`config.mk`:
```
export PLATFORM = sky130hd
export DESIGN_NAME = gapped_desync
export DESIGN_NICKNAME = d
export VERILOG_FILES = /design/src/rtl/desync_fifo.sv /design/src/rtl/desync_divider.sv /design/src/rtl/desync_sat_ctr.sv /design/src/rtl/gapped_desync.sv
export SDC_FILE = /design/constraint.sdc
export NUM_CORES = 1
export LEC_CHECK = 0
export BUFFER_PORTS_ARGS = -buffer_cell sky130_fd_sc_hd__clkbuf_2
export CORE_ASPECT_RATIO = 0.5
export CORE_MARGIN = 10
export CORE_UTILIZATION = 30
export DETAILED_ROUTE_END_ITERATION = 16
export PLACE_DENSITY_LB_ADDON = 0.05
export SLEW_MARGIN = 10
export SYNTH_ARGS = -nofsm -noshare
export SYNTH_HDL_FRONTEND = slang
export SYNTH_HIERARCHICAL = 1
export SYNTH_SLANG_ARGS = --single-unit
```
`constraint.sdc`:
```
create_clock -name clk -period 6.2 [get_ports clk]
set_clock_uncertainty 0.15 [all_clocks]
set_input_delay 1.55 -clock clk [delete_from_list [all_inputs] [get_ports clk]]
set_output_delay 1.55 -clock clk [all_outputs]
set_load 0.03 [all_outputs]
```
`src/rtl/desync_fifo.sv`:
```
module desync_fifo #(
  parameter int DEPTH = 64,
  localparam int AW = (DEPTH > 1) ? $clog2(DEPTH) : 1,
  localparam int CW = $clog2(DEPTH + 1)
) (
  input  logic clk,
  input  logic rst,
  input  logic wr_req,
  input  logic wr_bit,
  input  logic rd_en,
  output logic rd_bit,
  output logic empty,
  output logic full,
  output logic overflow
);

  localparam logic [AW-1:0] LAST_IDX = AW'(DEPTH - 1);
  localparam logic [CW-1:0] FULL_CNT = CW'(DEPTH);
  localparam logic [CW-1:0] CNT_ONE  = CW'(1);
  localparam logic [AW-1:0] IDX_ONE  = AW'(1);

  logic [DEPTH-1:0] store;
  logic [AW-1:0]    wp, rp;
  logic [CW-1:0]    level;
  logic             wr_ok, rd_ok;

  assign empty  = (level == '0);
  assign full   = (level == FULL_CNT);
  assign wr_ok  = wr_req && !full;
  assign rd_ok  = rd_en && !empty;
  assign rd_bit = store[rp];

  always_ff @(posedge clk) begin
    if (rst) begin
      wp       <= '0;
      rp       <= '0;
      level    <= '0;
      overflow <= 1'b0;
    end else begin
      if (wr_ok) begin
        store[wp] <= wr_bit;
        wp        <= (wp == LAST_IDX) ? '0 : wp + IDX_ONE;
      end
      if (rd_ok) begin
        rp <= (rp == LAST_IDX) ? '0 : rp + IDX_ONE;
      end
      case ({wr_ok, rd_ok})
        2'b10:   level <= level + CNT_ONE;
        2'b01:   level <= level - CNT_ONE;
        default: level <= level;
      endcase
      if (wr_req && full) overflow <= 1'b1;
    end
  end

  // an accepted write with no read grows the fill level by one
  p_level_grows_r5: assert property (@(posedge clk) disable iff (rst)
    (wr_req && !full && !(rd_en && !empty)) |=> (level == $past(level) + CNT_ONE));

  // a write on a full FIFO with no read leaves the level unchanged
  p_drop_when_full_r6: assert property (@(posedge clk) disable iff (rst)
    (wr_req && full && !rd_en) |=> (full && overflow));

  // overflow is sticky
  p_overflow_sticky_r6: assert property (@(posedge clk) disable iff (rst)
    overflow |=> overflow);

endmodule

```
`src/rtl/desync_divider.sv`:
```
module desync_divider #(
  parameter int RW = 8
) (
  input  logic          clk,
  input  logic          rst,
  input  logic [RW-1:0] ratio,
  output logic          tick
);

  localparam logic [RW-1:0] ONE = RW'(1);
  localparam logic [RW-1:0] TWO = RW'(2);

  logic [RW-1:0] phase;
  logic [RW-1:0] eff;

  assign eff  = (ratio < TWO) ? TWO : ratio;
  assign tick = (phase >= eff - ONE);

  always_ff @(posedge clk) begin
    if (rst) phase <= '0;
    else if (tick) phase <= '0;
    else phase <= phase + ONE;
  end

  // ticks are never on adjacent cycles
  p_tick_spacing_r2: assert property (@(posedge clk) disable iff (rst)
    tick |=> !tick);

endmodule

```
`src/rtl/desync_sat_ctr.sv`:
```
module desync_sat_ctr #(
  parameter int W = 16
) (
  input  logic         clk,
  input  logic         rst,
  input  logic         inc,
  output logic [W-1:0] value
);

  localparam logic [W-1:0] ONE = W'(1);

  always_ff @(posedge clk) begin
    if (rst) value <= '0;
    else if (inc && value != '1) value <= value + ONE;
  end

  // an increment below the top moves the count up by exactly one
  p_count_step_r4: assert property (@(posedge clk) disable iff (rst)
    (inc && value != '1) |=> (value == $past(value) + ONE));

  // saturation holds the all-ones value
  p_count_sat_r4: assert property (@(posedge clk) disable iff (rst)
    (value == '1) |=> (value == '1));

endmodule

```
`src/rtl/gapped_desync.sv`:
```
module gapped_desync #(
  parameter int DEPTH = 64,
  parameter int RW    = 8,
  parameter int UFW   = 16
) (
  input  logic           clk,
  input  logic           rst,
  input  logic           in_valid,
  input  logic           in_bit,
  output logic           in_ready,
  input  logic [RW-1:0]  div_ratio,
  output logic           out_valid,
  output logic           out_bit,
  output logic           overflow,
  output logic [UFW-1:0] underflow_count
);

  logic tick, empty, full, head_bit, pop;

  desync_divider #(.RW(RW)) u_div (
    .clk(clk), .rst(rst), .ratio(div_ratio), .tick(tick)
  );

  desync_fifo #(.DEPTH(DEPTH)) u_fifo (
    .clk(clk), .rst(rst), .wr_req(in_valid), .wr_bit(in_bit),
    .rd_en(pop), .rd_bit(head_bit), .empty(empty), .full(full),
    .overflow(overflow)
  );

  desync_sat_ctr #(.W(UFW)) u_uf (
    .clk(clk), .rst(rst), .inc(tick && empty), .value(underflow_count)
  );

  assign pop      = tick && !empty;
  assign in_ready = !full;

  always_ff @(posedge clk) begin
    if (rst) begin
      out_valid <= 1'b0;
      out_bit   <= 1'b0;
    end else begin
      out_valid <= pop;
      if (pop) out_bit <= head_bit;
    end
  end

  // the strobe is one cycle wide
  p_strobe_single_r3: assert property (@(posedge clk) disable iff (rst)
    out_valid |=> !out_valid);

  // a tick on an empty FIFO produces no strobe
  p_no_strobe_empty_r4: assert property (@(posedge clk) disable iff (rst)
    (tick && empty) |=> !out_valid);

  // a tick with data produces a strobe
  p_strobe_on_data_r3: assert property (@(posedge clk) disable iff (rst)
    (tick && !empty) |=> out_valid);

endmodule

```
**Word level (Yosys, flattened, before mapping)**

Index checks and enable logic that the tools add are counted.

- Mux-type cells: 9
- Reductions and logical operators: 13
- Add/subtract/negate cells: 7
- Bitwise operators: 1
- Magnitude comparators: 5
- Equal/unequal tests: 6

Operators by type and width:

| operator | number |
|---|---|
| bitwise mux 64 bit | 1 |
| adder 16 x 1 -> 16 bit, second input constant | 1 |
| != test 16 bit, second input constant | 1 |
| less-than comparator 6 x 7 -> 1 bit, second input constant | 2 |
| case mux 7 bit (2 select lines) | 1 |
| adder 6 x 1 -> 6 bit, second input constant | 2 |
| == test 6 bit, second input constant | 2 |
| 2-to-1 mux 6 bit | 2 |
| adder 8 x 1 -> 8 bit, second input constant | 1 |
| >= comparator 8 bit | 1 |
| less-than comparator 8 x 2 -> 1 bit, second input constant | 1 |
| 2-to-1 mux 8 bit | 1 |
| subtractor 8 x 1 -> 8 bit, second input constant | 1 |
| adder 7 x 1 -> 7 bit, second input constant | 1 |
| == test 7 bit, second input constant | 1 |
| logical AND 1 bit | 7 |
| logical NOT 7 bit | 1 |
| subtractor 7 x 1 -> 7 bit, second input constant | 1 |
| binary-select mux 1 bit (select 6 bit) | 1 |
| demux 1 bit (select 6 bit) | 1 |
| >= comparator 6 x 1 -> 1 bit, second input constant | 1 |
| == test 2 x 1 -> 1 bit, second input constant | 1 |
| == test 2 bit, second input constant | 1 |
| logical NOT 1 bit | 2 |
| 5 further kinds | 6 |

- Bits of input ports: 12
- Logic and storage cells: 50
- Flip-flop bits (word level): 110
- Output and inout bits: 20

**Longest topological paths before layout**

Gate-level depths: netlist of the first run.

- Depth in word-level cells: 8
- Depth in mapped cells: 22
- Mapped depth without buffers: 22

**Hierarchy**

The synthesis of the first run kept the hierarchy.

Modules (own cells, without submodules):

| module | seq. area each (µm²) | instances | area each (µm²) | cells each |
|---|---|---|---|---|
| desync_fifo | 2,322.2 | 1 | 4,063.9 | 336 |
| desync_sat_ctr | 320.3 | 1 | 848.3 | 99 |
| desync_divider | 160.2 | 1 | 598.1 | 70 |
| gapped_desync | 40.0 | 1 | 93.8 | 9 |

**Least setup slack after synthesis of the first run**

No wires, ideal clock.

- Path kind: input port to flip-flop
- Start: input div_ratio[6]
- End: register u_fifo.level[6]
- Cell stages on the path: 22
- Arrival: 5,634 ps
- Path buffers: 0
- Slack: 295 ps
- Path through: nor4_1 > nand2_1 > o21ai_1 > ha_1 > nand2_1 > nor3_1 > xnor2_1 > ha_1 > and4_1 > nand2_1 > o211ai_1 > nor2b_4 > inv_1 > a31oi_2 > ha_1 > inv_1 > fa_1 > nor2b_1 > o21a_1 > o211ai_1 > o211ai_1 > mux2_2

- Cells in the longest elaborated chain, start to end: 8
- Elaborated cells between the ends (all ways): 10

Ends and longest elaborated chain:

| what | RTL line | RTL |
|---|---|---|
| start: declaration | gapped_desync.sv:11 | `input logic [RW-1:0] div_ratio,` |
| less-than comparator 8 x 2 -> 1 bit | desync_divider.sv:16 | `assign eff = (ratio < TWO) ? TWO : ratio;` |
| 2-to-1 mux 8 bit * | desync_divider.sv:16 |  |
| subtractor 8 x 1 -> 8 bit * | desync_divider.sv:17 | `assign tick = (phase >= eff - ONE);` |
| >= comparator 8 bit * | desync_divider.sv:17 |  |
| net tick | gapped_desync.sv:18 | `logic tick, empty, full, head_bit, pop;` |
| logical AND 1 bit * | gapped_desync.sv:34 | `assign pop = tick && !empty;` |
| net pop | gapped_desync.sv:18 |  |
| logical AND 1 bit * | desync_fifo.sv:30 | `assign rd_ok = rd_en && !empty;` |
| net u_fifo.rd_ok | desync_fifo.sv:25 | `logic wr_ok, rd_ok;` |
| == test 2 x 1 -> 1 bit or == test 2 bit (tied branches) | desync_fifo.sv:47 | `case ({wr_ok, rd_ok})` |
| case mux 7 bit (2 select lines) or nonzero test 2 bit (tied branches) | -- |  |
| end signal: assignment | desync_fifo.sv:48 | `2'b10: level <= level + CNT_ONE;` |
| end signal: assignment | desync_fifo.sv:49 | `2'b01: level <= level - CNT_ONE;` |
| end signal: assignment | desync_fifo.sv:50 | `default: level <= level;` |
| end: declaration | desync_fifo.sv:24 | `logic [CW-1:0] level;` |

The timed path passes the listed nets; every way through them passes the cells marked *.
A chain may end at the register's enable or synchronous reset.

**Worst setup path after layout of the first run**

Same ends and word-level chain as after synthesis.

==> results of run 1 <==
metal layers:
layer	up-vias	global-route usage	share of wire
met5	-	0	0
li1	1955	-	-
met2	63	0.1723	0.44
met1	1854	0.1513	0.52
met4	0	0.02440	0.0076
met3	7	0.03027	0.037
power by group through the flow:
stage | Combinational (mW) | Sequential (mW) | Clock (mW)
after CTS | 0.0668 | 0.784 | 0.597
after detailed placement | 0.0666 | 0.801 | 0
after global routing | 0.0743 | 0.786 | 0.623
after floorplan | 0.0426 | 0.797 | 0
final | 0.0652 | 0.784 | 0.572
after global placement | 0.0671 | 0.801 | 0
metrics by stage:
| stage | power [mW] | worst slack (ns) |
|---|---|---|
| global placement | 0.8684 | 0.1689 |
| detailed placement | 0.8677 | 0.04649 |
| finish | 1.422 | 0.5682 |
| floorplan | 0.8401 | 0.2953 |
| global route | 1.483 | 0.05268 |
| CTS | 1.448 | 0.4455 |
worst register-to-register path, cell delays in order, from the launching register on:
cell and delay, ns:
dfxtp_1 0.42, inv_1 0.07, ha_1 0.27, nand2b_1 0.09, a31oi_1 0.13, o211ai_1 0.27
nor2b_4 0.20, inv_1 0.05, a31oi_2 0.16, ha_2 0.27, inv_1 0.12, fa_1 0.41
nor2b_1 0.13, o21a_1 0.17, o211ai_1 0.09, o211ai_1 0.12, mux2_2 0.35
worst min-delay path by stage:
stage | startpoint | slack, ns | to
after global placement | u_fifo/overflow | 0.30 | u_fifo/overflow
final | u_fifo/overflow | 0.33 | u_fifo/overflow
after global routing | out_bit | 0.39 | out_bit
after detailed placement | u_fifo/overflow | 0.32 | u_fifo/overflow
after floorplan | u_div/phase[0] | 0.30 | u_div/phase[0]
after CTS | u_fifo/overflow | 0.34 | u_fifo/overflow
kinds of logic after synthesis:
group,Yosys count,synth area share
compound gates,72,0.08931
xor+xnor,21,0.03282
fa+ha+maj,20,0.04599
buf+inv,42,0.03304
flops,110,0.5073
mux,22,0.07546
simple gates,227,0.2161
final cells by class:
type / count / area [um2] / area share
clock buffer: 9 / 225.2 / 0.03584
clock inverter: 7 / 56.30 / 0.008959
inverter: 19 / 73.82 / 0.01175
multi-input combinational: 362 / 2579 / 0.4103
sequential: 110 / 2843 / 0.4523
tap: 240 / 300.3 / 0.04778
timing repair buffer: 38 / 207.7 / 0.03305
placed cells by master, fill, tap and decap left out, drive strengths merged, types with 6 or more instances in the layout:
| cell | netlist | routed |
|---|---|---|
| nand2 | 30 | 30 |
| and4 | 6 | 6 |
| xor2 | 12 | 12 |
| nand3 | 15 | 15 |
| xnor2 | 9 | 9 |
| o31ai | 9 | 9 |
| inv | 19 | 23 |
| a21oi | 23 | 23 |
| ha | 19 | 19 |
| mux4 | 16 | 16 |
| dfxtp | 46 | 46 |
| nand3b | 6 | 6 |
| o21ai | 8 | 8 |
| buf | 10 | 7 |
| edfxtp | 64 | 64 |
| nor4 | 8 | 8 |
| clkbuf | 13 | 40 |
| and3 | 10 | 10 |
| or3 | 6 | 6 |
| nor2b | 8 | 8 |
| nor2 | 99 | 99 |
| a31oi | 6 | 6 |
| or4 | 9 | 9 |
| nand4 | 7 | 7 |
| nor3 | 9 | 9 |
sequential cells by signal, summed over array words and instances, names as in the netlist:
register         count
u_fifo/overflow      1
u_fifo/store        64
u_fifo/rp            6
u_uf/value          16
u_fifo/level         7
out_valid            1
out_bit              1
u_div/phase          8
u_fifo/wp            6
timing repair:
action	CTS	global route
setup buffers	0	0
setup endpoints to repair	0	1
hold endpoints to repair	0	0
resized for setup	0	1
==> impl_metrics.toml, run 1 <==
[outcome]
status = "finished clean"

[pwr]
power_density_nw_per_um2 = 226.2
p_sw_frac = 0.2410
pwr-share-clk = 0.403
ir_drop_v = 0.0001231
p_comb_frac = 0.046
internal_power_mw = 1.079
leakagePower_nw = 2.139
p_switching_mw = 0.3426
power_frac_seq = 0.552

[clock_tree]
clk_path_buf_depth = 2
clock-sinks = 110
path_clk_slew_ns = 0.08
cts_htree_levels = 3
cts_tree = "yes"
cts_root_buf = "clkbuf_16"
numCtsBuffers = 9
cts-hold-fix-buffers = 0
insertion_delay_ns = 0.36

[timing]
min_period_ns = 5.632
slew_violations = 0
totalNegativeSetupSlack_ns = 0
setup_viol = 0
rsz0062_at_grt = "no"
final-hold-violation-count = 0
min_period_over_period = 0.9084
hold_ws_ns = 0.3258
worstMarginPinSlew_ns = 0.9915
fmax_mhz = 177.6
relSlewSlack = 0.3381

[floorplanning]
dieArea_um2 = 24880
core_um2 = 18350
dieWidth_um = 213.3
start_util = 0.3054
chipHeight_um = 116.6
ios = 32
rows = 35

[placed_design]
place_area_um2 = 6001
gp_congestion = 0.7880
place.detailed.hpwl_mm = 9.058
dp_cells = 769
port_buffers = 31

[cells_and_area]
final_core_util = 0.3425
antenna_cells = 0
syn2layout_area_growth_pct = 12.15
instances_no_fill = 785
final_cell_area_um2 = 6285
fin_nets = 572
final_layout_size_suffix_gt1_frac = 0.1743
n_fill_cell = 1854

[global_route]
grt_pass1_wl_mm = 21.33
antenna_found_initial = 0
overflow = 0
grtUsageTotal = 0.1110
grt_max_degree = 65
grt_pass1_vias = 3776

[synth]
yosys-top-cells-count = "nor2_1 (93), edfxtp_1 (64), dfxtp_1 (46)"
yosysSeqAreaShare = 0.5073
synth_area_leaders = "edfxtp_1 (34%), dfxtp_1 (16%), mux4_2 (6.4%)"
ys.flop_type = "edfxtp_1"
ys_ff_latch = 110
syn_avg_cell_area_um2 = 10.90
synth_top_area_share = 0.3429
ys_warn_count = 6
synth_enable_flop_cells = 64
syn_inst = 514
synthMostInstantiatedCell = "nor2_1"
synthArstFlopShare = 0
synth_area_leader_cell = "edfxtp_1"
synthesis.nets = 546
mappedNetlistArea_um2 = 5604
synth_cell_types = 66

[min_path]
hold_depth = 2
hp-class = "reg -> reg"

[route]
drtIter0Drc = 253
viasPerCell = 4.941
vias = 3879
drc_errors = 0
finalWirelength_mm = 13.25
first_pass_iters = 4
postRouteAntennaNets = 0
post_drt_wl_per_cell_um = 16.88

[worst_setup_path]
cp_max_fo = 6
worst_r2r_startpoint = "u_div/phase[0]"
worstSetupEndpointType = "flip-flop"
cp_top_family = "simple AND/OR/NAND/NOR gates"
r2r_cells = 16
arrival_ns = 5.73
critPathLaunchType = "primary input"
crit_end = "u_fifo/level[6]"
cp_slowest_stage_delay_ns = 0.41
crit_required_ns = 6.30
crit_start = "div_ratio[6]"
crit_buf_inv = 3
critPathKind = "in -> reg"
crit_slowest_cell = "fa_1"
path_cells = "clkbuf_2 > nor4_1 > nand2_1 > o21ai_1 > ha_1 > nand2_1 > nor3_1 > xnor2_1 > ha_1 > and4_1 > nand2_1 > o211ai_1 > nor2b_4 > inv_1 > a31oi_2 > ha_2 > inv_1 > fa_1 > nor2b_1 > o21a_1 > o211ai_1 > o211ai_1 > mux2_2"
r2r_end = "u_fifo/level[6]"
regToRegSetupSlack_ns = 2.63
cp_num_cells = 23

[job]
drv_cap = 0
Note: power is estimated with default switching activity, not from simulation.
==> run 2: changes to the inputs <==
- ABC_AREA: default -> 1
- REMOVE_ABC_BUFFERS: default -> 1
==> impl_metrics.toml, run 2 <==
[timing]
min_period_ns = 5.284
relSlewSlack = 0.3631
rsz0062_at_grt = "no"
setup_viol = 0
worstMarginPinSlew_ns = 0.9540
totalNegativeSetupSlack_ns = 0
min_period_over_period = 0.8522
slew_violations = 0
fmax_mhz = 189.3
final-hold-violation-count = 0

[route]
vias = 4786
first_pass_iters = 5
post_drt_wl_per_cell_um = 14.41
finalWirelength_mm = 15.42
drtIter0Drc = 265
drc_errors = 0
viasPerCell = 4.473
postRouteAntennaNets = 0

[placed_design]
place_area_um2 = 6416
port_buffers = 31
gp_congestion = 0.7275
place.detailed.hpwl_mm = 10.22
dp_cells = 1054

[synth]
synth_cell_types = 35
yosysSeqAreaShare = 0.4748
yosys-top-cells-count = "nand2_1 (189), nor2_1 (143), inv_1 (91)"
synth_area_leaders = "edfxtp_1 (32%), dfxtp_1 (15%), nand2_1 (12%)"
ys.flop_type = "edfxtp_1"
synth_area_leader_cell = "edfxtp_1"
synthArstFlopShare = 0
synthMostInstantiatedCell = "nand2_1"
ys_warn_count = 6
mappedNetlistArea_um2 = 5987
syn_inst = 769
synth_top_area_share = 0.3210
ys_ff_latch = 110
syn_avg_cell_area_um2 = 7.785
synth_enable_flop_cells = 64

[cells_and_area]
largest-register = "u_fifo/store"
final_cell_mix = "nand2_1 (189), nor2_1 (143), inv_1 (91)"
syn2layout_area_growth_pct = 12.00
antenna_cells = 0
reg.largest.list = "u_fifo/store: 64 flops, u_uf/value: 16 flops, u_div/phase: 8 flops"
layout_commonest_cell = "nand2_1"
final_core_util = 0.3430
largest_reg_flops = 64
final_layout_size_suffix_gt1_frac = 0.1082
final_cell_area_um2 = 6705
instances_no_fill = 1070
fin_nets = 831

[worst_setup_path]
crit_buf_inv = 6
cp_top_family = "simple AND/OR/NAND/NOR gates"
cp_max_fo = 9
worstSetupEndpointType = "flip-flop"
cp_slowest_stage_delay_ns = 0.40
critPathKind = "in -> reg"
crit_slowest_cell = "ha_1"
crit_required_ns = 6.33
arrival_ns = 5.41
critPathLaunchType = "primary input"
crit_top_cell = "nand2_1"

[pwr]
power_density_nw_per_um2 = 218.5
leakagePower_nw = 2.737
fin_total_pwr_mw = 1.465
ir_drop_v = 0.0001161

[clock_tree]
path_clk_slew_ns = 0.07
cts_tree = "yes"
cts_setup_buffers = 0
insertion_delay_ns = 0.35
clock-sinks = 110
clk_path_buf_depth = 2
cts_htree_levels = 3
cts_root_buf = "clkbuf_16"
cts_resized = 0
numCtsBuffers = 9
cts-hold-fix-buffers = 0

[floorplanning]
ios = 32
dieWidth_um = 219.8
core_um2 = 19550
dieArea_um2 = 26350
rows = 36
chipHeight_um = 119.9
start_util = 0.3063

[global_route]
grt_pass1_vias = 4547
overflow = 0
grt_max_degree = 65
grt_pass1_wl_mm = 25.14
grtUsageTotal = 0.1205
antenna_found_initial = 0

[outcome]
status = "finished clean"

[min_path]
hp-class = "reg -> reg"

[job]
drv_cap = 0
==> run 2: power by group <==
| group | leakage [nW] | internal (mW) | switching [mW] |
|---|---|---|---|
| Clock | 0.142 | 0.316 | 0.275 |
| Combinational | 1.65 | 0.0280 | 0.0596 |
| Sequential | 0.948 | 0.778 | 0.00857 |
| Total | 2.74 | 1.12 | 0.344 |
==> run 2: cells by family (layout without fill, tap and decap cells) <==
family	count (synthesis)	in the layout	synth area share
simple gates	449	449	0.3289
flops	110	110	0.4748
compound gates	61	61	0.05559
buf+inv	114	149	0.07565
fa+ha+maj	20	20	0.04305
xor+xnor	15	15	0.02194
==> run 2: worst paths after layout <==
check | from | to | slack, ns | cells after the start
max | div_ratio[5] | u_fifo/level[6] | 0.92 | 28
min | u_div/phase[0] | u_div/phase[0] | 0.33 | 1
max reg2reg | u_div/phase[0] | u_fifo/level[6] | 2.66 | 22
min reg2reg | u_div/phase[0] | u_div/phase[0] | 0.33 | 1
==> run 2: metal layers <==
| layer | track usage | wire, um |
|---|---|---|
| met3 | 0.02959 | 560 |
| met2 | 0.1818 | 6496 |
| met5 | 0 | 0 |
| met4 | 0.02722 | 119 |
| met1 | 0.1697 | 8248 |
==> run 2: area by class of cell <==
type,count,area [um2]
Tap cell,266,332.8
Fill cell,2118,12840
Sequential cell,110,2843
Inverter,99,371.6
Timing Repair Buffer,34,177.7
Clock buffer,11,232.7
Clock inverter,5,56.30
Multi-Input combinational cell,545,2691
==> run 2: worst register-to-register path, delay by kind of cell, from the launching register on <==
family / cells / cell delay (ns)
AND/OR/NAND/NOR: 13 / 1.17
buffers and inverters: 4 / 0.31
adder cells (fa/ha/maj): 3 / 1.07
flip-flops: 1 / 0.40
AO/OA/AOI/OAI: 2 / 0.40
==> run 2: stage by stage <==
step / setup slack (ns) / hold WS, ns
2_1_floorplan: 1.124 / 0.2898
3_3_place_gp: 0.6193 / 0.3102
3_5_place_dp: 0.5488 / 0.3175
4_1_cts: 0.9109 / 0.3341
5_1_grt: 0.4252 / 0.3463
6_report: 0.9162 / 0.3286
==> run 3: changes to the inputs <==
- CTS_BUF_LIST: default -> sky130_fd_sc_hd__clkbuf_16
- GPL_TIMING_DRIVEN: default -> 0
- SETUP_SLACK_MARGIN: default -> 0.2
==> impl_metrics.toml, run 3 (synthesis gave the netlist of run 2 again) <==
[outcome]
status = "finished clean"

[global_route]
grt_pass1_vias = 4484
overflow = 0
grt_pass1_wl_mm = 24.83
grt_max_degree = 65
grtUsageTotal = 0.1196
antenna_found_initial = 0

[placed_design]
gp_congestion = 0.7177
pre_cts_slack_ns = 0.3167
port_buffers = 31
dp_cells = 1051
place.detailed.hpwl_mm = 10.11
place_area_um2 = 6395

[cells_and_area]
largest-register = "u_fifo/store"
fin_nets = 828
reg.largest.list = "u_fifo/store: 64 flops, u_uf/value: 16 flops, u_div/phase: 8 flops"
instances_no_fill = 1067
antenna_cells = 0
largest_reg_flops = 64
final_cell_area_um2 = 6701
syn2layout_area_growth_pct = 11.93
layout_commonest_cell = "nand2_1"
final_cell_mix = "nand2_1 (189), nor2_1 (143), inv_1 (91)"
final_core_util = 0.3428
final_layout_size_suffix_gt1_frac = 0.1099

[pwr]
power_density_nw_per_um2 = 221.3
ir_drop_v = 0.0001346
fin_total_pwr_mw = 1.483
leakagePower_nw = 2.734

[worst_setup_path]
cp_max_fo = 9
regToRegSetupSlack_ns = 2.49
r2r_end = "u_fifo/level[6]"
r2r_cells = 22
crit_required_ns = 6.33
arrival_ns = 5.59
worstSetupEndpointType = "flip-flop"
crit_end = "u_fifo/level[6]"
cp_num_cells = 28
crit_top_cell = "nand2_1"
cp_top_family = "simple AND/OR/NAND/NOR gates"
cp_slowest_stage_delay_ns = 0.41
critPathKind = "in -> reg"
crit_start = "div_ratio[5]"
crit_slowest_cell = "ha_1"
critPathLaunchType = "primary input"
worst_r2r_startpoint = "u_div/phase[0]"
crit_buf_inv = 6

[route]
met2_length_mm = 6.563
postRouteAntennaNets = 0
first_pass_iters = 4
vias = 4760
met3_length_um = 780
finalWirelength_mm = 15.38
post_drt_wl_per_cell_um = 14.42
wl_met1_mm = 7.943
drtIter0Drc = 235
viasPerCell = 4.461
highest_layer = "met4"
drc_errors = 0

[floorplanning]
chipHeight_um = 119.9
dieArea_um2 = 26350
ios = 32
start_util = 0.3063
core_um2 = 19550
dieWidth_um = 219.8
rows = 36

[clock_tree]
cts_resized = 0
cts_htree_levels = 3
cts_tree = "yes"
clock-sinks = 110
cts_setup_buffers = 0
insertion_delay_ns = 0.36
cts-hold-fix-buffers = 0
clk_path_buf_depth = 2
numCtsBuffers = 9
path_clk_slew_ns = 0.07
cts_root_buf = "clkbuf_16"

[timing]
totalNegativeSetupSlack_ns = 0
final-hold-violation-count = 0
fmax_mhz = 183.2
min_period_over_period = 0.8803
relSlewSlack = 0.2839
worstMarginPinSlew_ns = 1.074
rsz0062_at_grt = "no"
hold_ws_ns = 0.3265
setup_viol = 0
slew_violations = 0
min_period_ns = 5.458
worst_slack_ns = 0.7424

[job]
drv_cap = 0

[min_path]
worstHoldStart = "u_div/phase[0]"
hp-class = "reg -> reg"
hold_depth = 1
[run 3: worst min-delay path by stage]
| stage | to | slack (ns) |
|---|---|---|
| after global placement | u_fifo/overflow | 0.30 |
| after detailed placement | u_div/phase[0] | 0.31 |
| after CTS | u_div/phase[0] | 0.33 |
| after global routing | u_div/phase[0] | 0.37 |
| after floorplan | u_div/phase[0] | 0.29 |
| final | u_div/phase[0] | 0.33 |
[run 3: layer usage]
metal / vias to the layer above / global-route usage
li1: 2517 / -
met5: - / 0
met4: 0 / 0.02552
met3: 7 / 0.02909
met1: 2164 / 0.1688
met2: 72 / 0.1808
[run 3: final cells by class]
type	count	area [um2]
sequential	110	2844
fill	2138	12850
inverter	99	371.6
multi-input combinational	545	2691
tap	266	332.8
clock inverter	6	56.30
clock buffer	10	250.2
timing repair buffer	31	155.1
[run 3: worst reg2reg max path: stages, from the launching register on]
cell and delay, ns:
dfxtp_1 0.39, inv_1 0.06, ha_1 0.27, nand2_1 0.04
nand3_1 0.08, nand2_1 0.05, nand2_1 0.07, nand2_1 0.09
nand2_1 0.16, inv_1 0.09, nor2_2 0.12, inv_1 0.06
nor2_2 0.33, ha_1 0.41, inv_1 0.10, fa_1 0.41
o21ai_0 0.30, nand2_1 0.12, nand2_1 0.07, nand2_1 0.04
nand2_1 0.05, nand2_1 0.04, a21oi_1 0.11
[run 3: where the power goes]
| part | internal (mW) | total [mW] | switching, mW | leakage [nW] |
|---|---|---|---|---|
| clock network | 0.308 | 0.609 | 0.300 | 0.154 |
| logic | 0.0275 | 0.0871 | 0.0597 | 1.63 |
| registers | 0.778 | 0.787 | 0.00875 | 0.949 |
| total | 1.11 | 1.48 | 0.369 | 2.73 |
